<file path="src/rtl/ep0_seq_pkg.sv">
package ep0_seq_pkg;
  typedef enum logic [1:0] {
    TK_SETUP = 2'd0,
    TK_IN    = 2'd1,
    TK_OUT   = 2'd2,
    TK_HACK  = 2'd3
  } tok_kind_e;

  typedef enum logic [1:0] {
    STG_IDLE   = 2'd0,
    STG_DATA   = 2'd1,
    STG_STATUS = 2'd2
  } stage_e;

  localparam logic [1:0] REG_FLAGS  = 2'd0;
  localparam logic [1:0] REG_ENABLE = 2'd1;
  localparam logic [1:0] REG_DATA   = 2'd2;

  localparam int FLG_TXRDY   = 0;
  localparam int FLG_RXOUT   = 1;
  localparam int FLG_RXSETUP = 2;
  localparam int NUM_FLAGS   = 3;
endpackage

</file>
<file path="src/rtl/ep0_stage_fsm.sv">
module ep0_stage_fsm
  import ep0_seq_pkg::*;
(
  input  logic   clk,
  input  logic   rst,
  input  logic   tok_valid,
  input  logic [1:0] tok_kind,
  input  logic   txrdy,
  output stage_e stage,
  output logic   ev_setup,
  output logic   ev_status_det,
  output logic   ev_status_ack,
  output logic   ev_host_ack,
  output logic   hs_valid,
  output logic   hs_ack
);
  tok_kind_e kind;
  logic      in_send;
  logic      sent_q;
  stage_e    stage_d;

  always_comb begin
    kind          = tok_kind_e'(tok_kind);
    ev_setup      = tok_valid && kind == TK_SETUP;
    ev_status_det = tok_valid && kind == TK_OUT && stage == STG_DATA;
    ev_status_ack = tok_valid && kind == TK_OUT && stage == STG_STATUS;
    in_send       = tok_valid && kind == TK_IN && stage == STG_DATA && !txrdy;
    ev_host_ack   = tok_valid && kind == TK_HACK && stage == STG_DATA && sent_q;
  end

  always_comb begin
    stage_d = stage;
    if (ev_setup)           stage_d = STG_DATA;
    else if (ev_status_det) stage_d = STG_STATUS;
    else if (ev_status_ack) stage_d = STG_IDLE;
  end

  always_ff @(posedge clk) begin
    if (rst) begin
      stage    <= STG_IDLE;
      sent_q   <= 1'b0;
      hs_valid <= 1'b0;
      hs_ack   <= 1'b0;
    end else begin
      stage    <= stage_d;
      hs_valid <= tok_valid && kind != TK_HACK;
      hs_ack   <= ev_setup || in_send || ev_status_ack;
      if (ev_setup || ev_status_det || ev_host_ack) sent_q <= 1'b0;
      else if (in_send)                             sent_q <= 1'b1;
    end
  end


  setup_ack_chk: assert property (@(posedge clk) disable iff (rst)
    (tok_valid && tok_kind == TK_SETUP) |=> (hs_valid && hs_ack && stage == STG_DATA));


  in_nak_chk: assert property (@(posedge clk) disable iff (rst)
    (tok_valid && tok_kind == TK_IN && txrdy) |=> (hs_valid && !hs_ack));


  status_first_nak_chk: assert property (@(posedge clk) disable iff (rst)
    (tok_valid && tok_kind == TK_OUT && stage == STG_DATA) |=> (hs_valid && !hs_ack && stage == STG_STATUS));
endmodule

</file>
<file path="src/rtl/ep0_flag_bank.sv">
module ep0_flag_bank
  import ep0_seq_pkg::*;
#(
  parameter int NF = NUM_FLAGS
) (
  input  logic          clk,
  input  logic          rst,
  input  logic          data_stage,
  input  logic          ev_setup,
  input  logic          ev_status_det,
  input  logic          ev_status_ack,
  input  logic          ev_host_ack,
  input  logic          flag_wr,
  input  logic          en_wr,
  input  logic [NF-1:0] wbits,
  output logic [NF-1:0] flags,
  output logic          irq
);
  logic [NF-1:0] set_v, kill_v, clr_v, en_q;
  logic          setup_d;

  always_comb begin
    set_v  = '0;
    kill_v = '0;
    set_v[FLG_TXRDY]   = setup_d || ev_status_det || ev_status_ack || ev_host_ack;
    set_v[FLG_RXOUT]   = ev_status_ack;
    set_v[FLG_RXSETUP] = ev_setup;
    kill_v[FLG_TXRDY]  = ev_setup;
    kill_v[FLG_RXOUT]  = ev_setup;
  end

  for (genvar i = 0; i < NF; i++) begin : g_flag
    if (i == FLG_TXRDY) begin : g_gated
      assign clr_v[i] = flag_wr && !wbits[i] && data_stage;
    end else begin : g_free
      assign clr_v[i] = flag_wr && !wbits[i];
    end

    always_ff @(posedge clk) begin
      if (rst)            flags[i] <= 1'b0;
      else if (kill_v[i]) flags[i] <= 1'b0;
      else if (set_v[i])  flags[i] <= 1'b1;
      else if (clr_v[i])  flags[i] <= 1'b0;
    end
  end

  always_ff @(posedge clk) begin
    if (rst) begin
      en_q    <= '0;
      irq     <= 1'b0;
      setup_d <= 1'b0;
    end else begin
      setup_d <= ev_setup;
      irq     <= |(flags & en_q);
      if (en_wr) en_q <= wbits;
    end
  end


  setup_flags_chk: assert property (@(posedge clk) disable iff (rst)
    ev_setup |=> (flags[FLG_RXSETUP] && !flags[FLG_RXOUT] && !flags[FLG_TXRDY]));


  txrdy_hold_chk: assert property (@(posedge clk) disable iff (rst)
    (flags[FLG_TXRDY] && !data_stage && !ev_setup) |=> flags[FLG_TXRDY]);


  status_ack_flags_chk: assert property (@(posedge clk) disable iff (rst)
    ev_status_ack |=> (flags[FLG_RXOUT] && flags[FLG_TXRDY]));
endmodule

</file>
<file path="src/rtl/ep0_tx_buffer.sv">
module ep0_tx_buffer #(
  parameter int DEPTH = 64,
  parameter int DW    = 8,
  localparam int AW   = $clog2(DEPTH),
  localparam int CW   = $clog2(DEPTH + 1)
) (
  input  logic          clk,
  input  logic          rst,
  input  logic          clear,
  input  logic          setup,
  input  logic          wr_req,
  input  logic [DW-1:0] wr_data,
  input  logic [AW-1:0] rd_addr,
  output logic [DW-1:0] rd_data,
  output logic [CW-1:0] count,
  output logic          fifo_rst
);
  logic [DW-1:0] mem [DEPTH];
  logic          do_wr;

  assign do_wr = wr_req && !clear && (count < CW'(DEPTH));

  always_ff @(posedge clk) begin
    if (do_wr) mem[count[AW-1:0]] <= wr_data;
  end

  always_ff @(posedge clk) begin
    rd_data <= mem[rd_addr];
  end

  always_ff @(posedge clk) begin
    if (rst) begin
      count    <= '0;
      fifo_rst <= 1'b0;
    end else begin
      fifo_rst <= setup;
      if (clear)      count <= '0;
      else if (do_wr) count <= count + 1'b1;
    end
  end


  count_bound_chk: assert property (@(posedge clk) disable iff (rst)
    count <= CW'(DEPTH));


  fifo_rst_empty_chk: assert property (@(posedge clk) disable iff (rst)
    fifo_rst |-> (count == '0));
endmodule

</file>
<file path="src/rtl/ep0_ctrl_seq.sv">
module ep0_ctrl_seq
  import ep0_seq_pkg::*;
#(
  parameter int DEPTH = 64,
  parameter int DW    = 8,
  localparam int AW   = $clog2(DEPTH),
  localparam int CW   = $clog2(DEPTH + 1)
) (
  input  logic          clk,
  input  logic          rst,
  input  logic          tok_valid,
  input  logic [1:0]    tok_kind,
  input  logic          cpu_wr,
  input  logic [1:0]    cpu_addr,
  input  logic [DW-1:0] cpu_wdata,
  input  logic [AW-1:0] tx_rd_addr,
  output logic [DW-1:0] tx_rd_data,
  output logic          hs_valid,
  output logic          hs_ack,
  output logic          flag_txrdy,
  output logic          flag_rxout,
  output logic          flag_rxsetup,
  output logic          irq,
  output logic [CW-1:0] byte_cnt,
  output logic          fifo_rst
);
  stage_e               stage;
  logic                 ev_setup, ev_status_det, ev_status_ack, ev_host_ack;
  logic [NUM_FLAGS-1:0] flags;
  logic                 data_stage;
  logic                 flag_wr, en_wr, data_wr, buf_clear;

  assign data_stage = (stage == STG_DATA);
  assign flag_wr    = cpu_wr && cpu_addr == REG_FLAGS;
  assign en_wr      = cpu_wr && cpu_addr == REG_ENABLE;
  assign data_wr    = cpu_wr && cpu_addr == REG_DATA && data_stage && flags[FLG_TXRDY];
  assign buf_clear  = ev_setup || ev_status_det || ev_status_ack || ev_host_ack;

  ep0_stage_fsm u_fsm (
    .clk           (clk),
    .rst           (rst),
    .tok_valid     (tok_valid),
    .tok_kind      (tok_kind),
    .txrdy         (flags[FLG_TXRDY]),
    .stage         (stage),
    .ev_setup      (ev_setup),
    .ev_status_det (ev_status_det),
    .ev_status_ack (ev_status_ack),
    .ev_host_ack   (ev_host_ack),
    .hs_valid      (hs_valid),
    .hs_ack        (hs_ack)
  );

  ep0_flag_bank #(.NF(NUM_FLAGS)) u_flags (
    .clk           (clk),
    .rst           (rst),
    .data_stage    (data_stage),
    .ev_setup      (ev_setup),
    .ev_status_det (ev_status_det),
    .ev_status_ack (ev_status_ack),
    .ev_host_ack   (ev_host_ack),
    .flag_wr       (flag_wr),
    .en_wr         (en_wr),
    .wbits         (cpu_wdata[NUM_FLAGS-1:0]),
    .flags         (flags),
    .irq           (irq)
  );

  ep0_tx_buffer #(.DEPTH(DEPTH), .DW(DW)) u_buf (
    .clk      (clk),
    .rst      (rst),
    .clear    (buf_clear),
    .setup    (ev_setup),
    .wr_req   (data_wr),
    .wr_data  (cpu_wdata),
    .rd_addr  (tx_rd_addr),
    .rd_data  (tx_rd_data),
    .count    (byte_cnt),
    .fifo_rst (fifo_rst)
  );

  assign flag_txrdy   = flags[FLG_TXRDY];
  assign flag_rxout   = flags[FLG_RXOUT];
  assign flag_rxsetup = flags[FLG_RXSETUP];
endmodule

</file>
<file path="config.mk">
export PLATFORM = sky130hd
export DESIGN_NAME = ep0_ctrl_seq
export DESIGN_NICKNAME = d
export VERILOG_FILES = /design/src/rtl/ep0_seq_pkg.sv /design/src/rtl/ep0_stage_fsm.sv /design/src/rtl/ep0_flag_bank.sv /design/src/rtl/ep0_tx_buffer.sv /design/src/rtl/ep0_ctrl_seq.sv
export SDC_FILE = /design/constraint.sdc
export NUM_CORES = 1
export LEC_CHECK = 0
export BUFFER_PORTS_ARGS = -buffer_cell sky130_fd_sc_hd__buf_2
export CAP_MARGIN = 25
export CORE_MARGIN = 2
export CORE_UTILIZATION = 30
export DETAILED_ROUTE_END_ITERATION = 10
export HOLD_SLACK_MARGIN = 0.03
export PLACE_DENSITY_LB_ADDON = 0.15
export REMOVE_ABC_BUFFERS = 1
export SETUP_SLACK_MARGIN = 0.02
export SLEW_MARGIN = 20
export SYNTH_ARGS = -nofsm -noshare
export SYNTH_HDL_FRONTEND = slang
export SYNTH_SLANG_ARGS = --single-unit
</file>
<file path="constraint.sdc">
create_clock -name clk -period 5.2 [get_ports clk]
set_input_delay 0.26 -clock clk [delete_from_list [all_inputs] [get_ports clk]]
set_output_delay 0.26 -clock clk [all_outputs]
set_load 0.03 [all_outputs]
</file>
After elaboration in Yosys (flattened, before gate mapping)
Memory sizes are Yosys's and may differ from the RTL's. A register that Yosys moved wholly into a read port is not among the register bits.
Index checks and enable logic that the tools add are counted.
W data, S select, Z words.

word-level totals
  memories = 1
  RAM bits = 512
  output and inout bits = 22
  input bits = 22
  logic and storage cells = 82
  bits in registers = 20

memories
  memory     words  width  rd ports  clocked after Yosys merged registers in  write ports  RTL line             text
  u_buf.mem  64     8      1         1                                        1            ep0_tx_buffer.sv:18  logic [DW-1:0] mem [DEPTH];

operators by class
  reductions and logical operators = 47
  $lt $le $gt $ge = 1
  muxes and demuxes = 11
  $add $sub $neg = 1
  bitwise logic cells = 1
  equality and inequality tests = 8

operators by type and width
  kind                   count
  $logic_and A1 B1 Y1    22
  $logic_or A1 B1 Y1     9
  $mux W1                9
  $eq A2 B2 Y1 const B   4
  $reduce_bool A2 Y1     4
  $add A7 B1 Y7 const B  1
  $lt A7 B7 Y1 const B   1
  $eq A2 B1 Y1 const B   3
  $reduce_or A2 Y1       3
  $logic_not A1 Y1       5
  $logic_not A2 Y1       2
  $mux W2                2
  $and A3 B3 Y3          1
  $reduce_bool A3 Y1     1
  $reduce_or A3 Y1       1
  $ne A2 B2 Y1 const B   1

Logic depth before layout (Yosys ltp)
Gate-level depths: netlist (run 1).

  depth in word-level cells = 11
  gate-level depth with buffers = 9
  mapped depth without buffers = 5

By module
Synthesis (run 1) repeated with hierarchy kept, for this count alone.

unflattened totals
  cells, all modules = 1036
  area, all modules = 21006.4 um^2

modules (own cells, without submodules)
  module         seq. area each (um^2)  cells an instance  area an instance (um^2)  instances
  ep0_tx_buffer  15695.1                971                20428.3                  1
  ep0_flag_bank  160.2                  28                 280.3                    1
  ep0_stage_fsm  100.1                  30                 252.7                    1
  ep0_ctrl_seq   0.0                    7                  45.0                     1

Worst setup path before layout (run 1)
OpenSTA, ideal clock, no wires.

  path kind = register -> register
  start = reg u_flags.flags[0]
  end = mem u_buf.mem[62][0], enable pin
  stages on the path, launching flop included = 8
  library setup time = 0.370 ns
  buffers on the path = 2
  period minus slack after synthesis = 2.532 ns
  arrival = 2.161 ns
  setup slack = 2.668 ns
  required time = 4.830 ns
  path through = dfxtp_1 -> nand2b_1 -> nor4b_2 -> o21ai_1 -> buf_2 -> or4_1 -> buf_2 -> nor2_1

between the ends
  cells in the longest elaborated chain, start to end = 5

RTL lines
  item                               RTL line             text
  start: declaration                 ep0_flag_bank.sv:16  output logic [NF-1:0] flags,
  start signal: indexed assignment   ep0_flag_bank.sv:40  if (rst) flags[i] <= 1'b0;
  start signal: indexed assignment   ep0_flag_bank.sv:41  else if (kill_v[i]) flags[i] <= 1'b0;
  start signal: indexed assignment   ep0_flag_bank.sv:42  else if (set_v[i]) flags[i] <= 1'b1;
  $logic_and A1 B1 Y1                ep0_ctrl_seq.sv:36   assign data_wr = cpu_wr && cpu_addr == REG_DATA && data_stage && flags[FLG_TXRDY];
  $logic_and A1 B1 Y1 (2 in series)  ep0_tx_buffer.sv:21  assign do_wr = wr_req && !clear && (count < CW'(DEPTH));
  $mux W1                            ep0_tx_buffer.sv:24  if (do_wr) mem[count[AW-1:0]] <= wr_data;
  $mux W1 (not written as such)      ep0_tx_buffer.sv:24
  end: declaration                   ep0_tx_buffer.sv:18

No other way between the ends.

Worst setup path in the final report (run 1)
  start = reg u_fsm.stage[1]
  end = mem u_buf.mem[49][7], enable pin

between the ends
  cells in the longest elaborated chain, start to end = 10
  elaborated cells between the ends (all ways) = 16
  those cells by class = eq/ne: 2; mux: 2; reduce/logical: 12

RTL lines
  item                                   RTL line                                                      text
  start: declaration                     ep0_stage_fsm.sv:9                                            output stage_e stage,
  start signal: assignment               ep0_stage_fsm.sv:45                                           stage <= stage_d;
  $eq A2 B1 Y1                           ep0_stage_fsm.sv:25, ep0_stage_fsm.sv:28, ep0_ctrl_seq.sv:33
  $logic_and A1 B1 Y1                    ep0_stage_fsm.sv:25                                           ev_status_det = tok_valid && kind == TK_OUT && stage == STG_DATA;
  $logic_or A1 B1 Y1 (3 in series)       ep0_ctrl_seq.sv:37                                            assign buf_clear = ev_setup || ev_status_det || ev_status_ack || ev_host_ack;
  $logic_not A1 Y1                       ep0_tx_buffer.sv:21
  $logic_and A1 B1 Y1 (*) (2 in series)  ep0_tx_buffer.sv:21
  $mux W1 (*)                            ep0_tx_buffer.sv:24
  $mux W1 (not written as such) (*)      ep0_tx_buffer.sv:24

Mark *: on every way between the ends. The rest lies on a longest branch, timed or not.

==> results of run 1 <==
[layer usage]
layer	part of all wire [%]	vias up
met5	0	-
met1	45	5651
met4	3.3	0
li1	-	4487
met2	47	302
met3	5.1	91
[flip-flops by register name, indices dropped and copies added, names as in the netlist]
register         count
u_buf.count          7
u_buf.mem          512
u_buf.rd_data        8
u_flags.en_q         3
u_flags.flags        3
u_flags.irq          1
u_flags.setup_d      1
u_fsm.hs_ack         1
u_fsm.hs_valid       1
u_fsm.sent_q         1
u_fsm.stage          2
[cell type report]
type	instances	area [um2]
Inverter	5	18.8
Clock inverter	36	384
Timing Repair Buffer	64	423
Tap cell	940	1180
Fill cell	6605	45600
Clock buffer	77	1620
Multi-Input combinational cell	444	4780
Sequential cell	540	15900
[repair_timing]
action | 4_1_cts | 5_1_grt
hold endpoints to repair | 12 | 0
setup endpoints to repair | 0 | 0
hold buffers | 6 | 0
[path summary, 6_finish.rpt]
kind	from	endpoint	slack (ps)	depth (start not counted)
max	u_fsm.stage[1]	u_buf.mem[49][7]	1770	5
min	cpu_wdata[7]	u_buf.mem[15][7]	120	1
max reg2reg	u_fsm.stage[1]	u_buf.mem[49][7]	1770	5
min reg2reg	u_buf.count[6]	u_buf.count[6]	470	2
[cell families after synthesis]
logic type | Yosys count | synth area share, %
buf+inv | 66 | 2.06
xor+xnor | 3 | 0.124
flops | 540 | 75.4
mux | 146 | 14.5
compound gates | 99 | 3.20
simple gates | 195 | 4.67
fa+ha+maj | 1 | 0.0592
[stage by stage]
step	power [W]	setup slack (ps)	cells	instance area [um2]	utilization (%)
after global placement	0.00531	1870	1987	22300	31.9
after detailed placement	0.00531	1730	1987	22300	31.9
after floorplan	0.00504	2650	989	20700	-
after CTS	0.00965	1780	2106	24300	34.8
final	0.00954	1770	2106	24300	34.8
after global routing	0.00983	1620	2106	24300	34.8
[power breakdown]
group          total, W  switching, W  internal (W)
sequential      0.00477    0.00000367       0.00477
clock           0.00433       0.00175       0.00258
combinational  0.000438      0.000293      0.000145
[synthesized netlist by cell type (2+ instances only)]
| cell type | instances | share of area, % |
|---|---|---|
| mux4_2 | 104 | 11 |
| a2111oi_0 | 3 | 0.12 |
| nand2_1 | 14 | 0.25 |
| a22o_1 | 2 | 0.083 |
| o21ai_0 | 11 | 0.26 |
| o22ai_1 | 18 | 0.53 |
| nand3b_1 | 8 | 0.28 |
| nor2b_1 | 16 | 0.47 |
| buf_12 | 2 | 0.19 |
| or4_1 | 11 | 0.39 |
| nand2b_1 | 10 | 0.30 |
| or2_2 | 4 | 0.12 |
| mux2_2 | 12 | 0.64 |
| nand3_1 | 9 | 0.21 |
| o21ai_1 | 4 | 0.095 |
| clkbuf_1 | 14 | 0.25 |
| or3_1 | 10 | 0.30 |
| buf_4 | 11 | 0.39 |
| buf_1 | 5 | 0.089 |
| xnor2_1 | 2 | 0.083 |
| edfxtp_1 | 512 | 73 |
| inv_1 | 5 | 0.089 |
| o31ai_1 | 2 | 0.071 |
| buf_6 | 11 | 0.59 |
| a21oi_1 | 13 | 0.31 |
| and2_1 | 2 | 0.059 |
| mux4_1 | 18 | 2.2 |
| a221oi_1 | 3 | 0.12 |
| dfxtp_1 | 28 | 2.7 |
| buf_2 | 17 | 0.40 |
| a31oi_1 | 2 | 0.059 |
| and3_1 | 6 | 0.18 |
| o221ai_1 | 8 | 0.33 |
| a22oi_1 | 8 | 0.28 |
| nor2_1 | 90 | 1.6 |
| nor3_1 | 7 | 0.17 |
| a211oi_1 | 15 | 0.53 |
| or3b_2 | 5 | 0.21 |
| a21o_1 | 2 | 0.071 |
| mux2i_1 | 12 | 0.57 |
==> results.sh, run 1 <==
export IMPL_status="finished clean"
export IMPL_min_path_type="primary input to flop"
export IMPL_slowest_delay_ps=950
export IMPL_diodes=0
export IMPL_gr_total_overflow=0
export IMPL_cp_top_family="simple AND/OR/NAND/NOR gates"
export IMPL_pwr_density_cell_nw_per_um2=392
export IMPL_synth_cells=1050
export IMPL_worstMarginPinSlew_ps=1000
export IMPL_h_tree_depth=2
export IMPL_grt_pass1_wl_um=82700
export IMPL_root_buffer="clkbuf_16"
export IMPL_peakVddDrop_uv=223
export IMPL_clockBufferDepth=3
export IMPL_clock_skew_final_ps=30.0
export IMPL_die_x_um=269
export IMPL_synthArstFlopShare_pct=0
export IMPL_grt_pass1_vias=11100
export IMPL_hold_violations=0
export IMPL_clock_latency_ps=630
export IMPL_start_util_pct=30.2
export IMPL_ys_ff_latch=540
export IMPL_crit_path_cell_trace="nand2b_1, nor4b_2, o21ai_1, or4_1, nor2_1"
export IMPL_critical_path_class="flop to flop"
export IMPL_fmax_mhz=292
export IMPL_drt_wirelength_per_cell_um=27.5
export IMPL_via_per_inst=5.00
export IMPL_detail_route_first_pass_iterations=5
export IMPL_clock_sinks=540
export IMPL_p_leak_nw=7.55
export IMPL_synth_ff_type="edfxtp_1"
export IMPL_numPortBuffers=43
export IMPL_ant_nets=0
export IMPL_layout_common_cells="edfxtp_1 (512), mux4_2 (104), nor2_1 (90), clkbuf_16 (61), buf_2 (37)"
export IMPL_final_common_cell="edfxtp_1"
export IMPL_grt_max_degree=65
export IMPL_grt_use_met1_pct=21.8
export IMPL_path_clk_slew_ps=60
export IMPL_seq_area_frac_synth_pct=75.4
export IMPL_antenna_found_initial=3
export IMPL_core_area_um2=69900
export IMPL_gp_congestion=0.765
export IMPL_crit_slowest_cell="or4_1"
export IMPL_grtUsageMet2_pct=24.9
export IMPL_final_nets=1138
export IMPL_ys_warn_count=0
export IMPL_numCtsBuffers=60
export IMPL_busiest_layer="met2"
export IMPL_drt_total_wl_um=57900
export IMPL_crit_fanout=12
export IMPL_die_h_um=269
export IMPL_cts_tree="yes"
export IMPL_worstPathArrival_ps=3660
export IMPL_setup_viol=0
export IMPL_syn_to_final_growth_pct=15.1
export IMPL_syn_cell_area_um2=21100
export IMPL_max_slew_margin_rel_pct=33.3
export IMPL_drt_initial_drc_count=877
export IMPL_design_portCount=44
export IMPL_cts_setup_buffers=0
export IMPL_whs_ps=121
export IMPL_avgSynthCellArea_um2=20.1
export IMPL_yosysUniqueCellTypes=54
export IMPL_grt_met3_usage_pct=3.40
export IMPL_finalCritPeriodShare_pct=65.9
export IMPL_layout_min_cycle_time_ps=3430
export IMPL_via_count=10500
export IMPL_rsz0062_at_grt="false"
export IMPL_grt_total_usage_pct=15.9
export IMPL_cap_violations=0
export IMPL_cp_start_kind="flop"
export IMPL_final_max_slew_viol_count=0
export IMPL_die_area_um2=72600
export IMPL_worstSetupEndpointType="flop"
export IMPL_route_detailed_drc=0
export IMPL_cp_num_buf_inv=0
export IMPL_post_cts_resized=0
export IMPL_setup_tns_ps=0
export IMPL_drive_gt1_share_pct=23.8
export IMPL_synth_edf_count=512
export IMPL_num_rows=97
export IMPL_place_hpwl_um=34600
export IMPL_crit_required_ps=5440
(Power assumes the default switching activity.)
==> run 2, diff against run 1 <==
==> constraint.sdc (replaced) <==
create_clock -name clk -period 3.4 [get_ports clk]
set_input_delay 0.17 -clock clk [delete_from_list [all_inputs] [get_ports clk]]
set_output_delay 0.17 -clock clk [all_outputs]
set_load 0.03 [all_outputs]
==> results.sh, run 2 (synthesis gave the netlist of run 1 again) <==
export IMPL_min_to="u_flags.flags[1]"
export IMPL_hold_violations=0
export IMPL_grt_max_degree=65
export IMPL_clock_sinks=540
export IMPL_design_portCount=44
export IMPL_preCtsSetupSlack_ps=513
export IMPL_cap_violations=0
export IMPL_final_common_cell="edfxtp_1"
export IMPL_syn_to_final_growth_pct=18.6
export IMPL_fin_ws_ps=522
export IMPL_grt_total_usage_pct=15.6
export IMPL_nFillCells=6584
export IMPL_cts_setup_buffers=0
export IMPL_clock_skew_final_ps=28.8
export IMPL_p_leak_nw=8.03
export IMPL_detail_route_first_pass_iterations=5
export IMPL_layout_common_cells="edfxtp_1 (512), buf_4 (107), mux4_2 (104), nor2_1 (90), clkbuf_16 (60)"
export IMPL_numPortBuffers=43
export IMPL_h_tree_depth=2
export IMPL_slowest_delay_ps=690
export IMPL_layout_min_cycle_time_ps=2880
export IMPL_r2r_end="u_buf.mem[32][2]"
export IMPL_max_slew_margin_rel_pct=40.6
export IMPL_via_count=10700
export IMPL_crit_reg2reg_launch="u_fsm.stage[1]"
export IMPL_postCtsHoldBufs=8
export IMPL_clock_latency_ps=630
export IMPL_setup_viol=0
export IMPL_place_hpwl_um=36600
export IMPL_root_buffer="clkbuf_16"
export IMPL_finalCritPeriodShare_pct=84.6
export IMPL_route_detailed_drc=0
export IMPL_final_max_slew_viol_count=0
export IMPL_gr_total_overflow=0
export IMPL_post_cts_resized=0
export IMPL_crit_path_cell_trace="nand2b_1, nor4b_2, o21ai_1, or4_1, nor2_1, buf_4"
export IMPL_num_rows=97
export IMPL_cp_top_family="simple AND/OR/NAND/NOR gates"
export IMPL_multi_input_area_um2=4780
export IMPL_start_util_pct=30.2
export IMPL_rrSetupSlack_ps=520
export IMPL_worstPathArrival_ps=3210
export IMPL_critical_path_class="flop to flop"
export IMPL_via_per_inst=4.88
export IMPL_cts_tree="yes"
export IMPL_die_h_um=269
export IMPL_drt_initial_drc_count=815
export IMPL_pwr_density_cell_nw_per_um2=579
export IMPL_ant_nets=0
export IMPL_numCtsBuffers=59
export IMPL_path_clk_slew_ps=60
export IMPL_gp_congestion=0.774
export IMPL_min_path_type="primary input to flop"
export IMPL_utilization_pct=35.9
export IMPL_die_area_um2=72600
export IMPL_rsz0062_at_grt="false"
export IMPL_holdPathStages=4
export IMPL_p_total_w=0.0145
export IMPL_drt_total_wl_um=56500
export IMPL_cp_num_buf_inv=1
export IMPL_final_nets=1232
export IMPL_cp_start_kind="flop"
export IMPL_crit_fanout=8
export IMPL_regArea_um2=15900
export IMPL_fmax_mhz=347
export IMPL_core_area_um2=69900
export IMPL_setup_tns_ps=0
export IMPL_r2r_cells=6
export IMPL_crit_required_ps=3730
export IMPL_drt_wirelength_per_cell_um=25.7
export IMPL_peakVddDrop_uv=359
export IMPL_min_delay_start="cpu_addr[1]"
export IMPL_clockBufferDepth=3
export IMPL_worstMarginPinSlew_ps=886
export IMPL_largest_register_ffs=512
export IMPL_status="finished clean"
export IMPL_worstSetupEndpointType="flop"
export IMPL_drive_gt1_share_pct=28.9
export IMPL_antenna_found_initial=2
export IMPL_grt_pass1_vias=11200
export IMPL_grt_pass1_wl_um=82400
export IMPL_crit_slowest_cell="or4_1"
export IMPL_die_x_um=269
-- run 2: cell types whose count changed in the layout (fill, tap and decap cells not counted), sizes merged --
cell,before,now
buf,58,151
bufinv,8,9
inv,7,6
diode,0,1
clkbuf,77,75
dlygate4sd3,6,8
-- run 2: final cells by class --
| class | count | area share [%] |
|---|---|---|
| Antenna cell | 1 | 0.00998 |
| Tap cell | 940 | 4.69 |
| Inverter | 5 | 0.0749 |
| Clock inverter | 36 | 1.66 |
| Clock buffer | 75 | 6.25 |
| Sequential cell | 540 | 63.6 |
| Timing Repair Buffer | 159 | 4.69 |
| Multi-Input combinational cell | 444 | 19.1 |
-- run 2: worst max path at each step --
stage	to	startpoint	cells past startpoint	slack, ps
2_1_floorplan	u_buf.mem[56][0]	u_flags.flags[0]	5	850
3_3_place_gp	u_buf.mem[32][2]	cpu_addr[0]	7	560
3_5_place_dp	u_buf.mem[32][3]	u_fsm.stage[1]	6	510
4_1_cts	u_buf.mem[32][1]	u_fsm.stage[1]	6	510
5_1_grt	u_buf.mem[32][0]	u_fsm.stage[1]	6	300
6_report	u_buf.mem[32][2]	u_fsm.stage[1]	6	520
-- run 2: per-layer routing --
| layer | global-route usage, % | wire [um] |
|---|---|---|
| met2 | 25.0 | 26900 |
| met4 | 4.09 | 1200 |
| met3 | 2.55 | 2420 |
| met5 | 0 | 0 |
| met1 | 22.1 | 26000 |
-- run 2: tightest hold or removal path: cells and delay by family --
kind / cells / cell delay (ps)
compound gates: 2 / 230
buf+inv: 1 / 90
simple gates: 1 / 150
-- run 2: per-stage QoR --
stage / std cells / instance area, um2 / hold WS [ps]
final: 2200 / 25100 / 67.2
after global routing: 2199 / 25100 / 82.2
after CTS: 2199 / 25100 / 41.3
after detailed placement: 2080 / 23000 / 446
after global placement: 2079 / 23000 / 443
after floorplan: 989 / 20700 / 239
-- run 2: where the power goes --
group | switching [W] | internal, W | total [W]
Combinational | 0.000446 | 0.000240 | 0.000686
Clock | 0.00260 | 0.00393 | 0.00653
Sequential | 0.00000979 | 0.00729 | 0.00730
Total | 0.00306 | 0.0115 | 0.0145
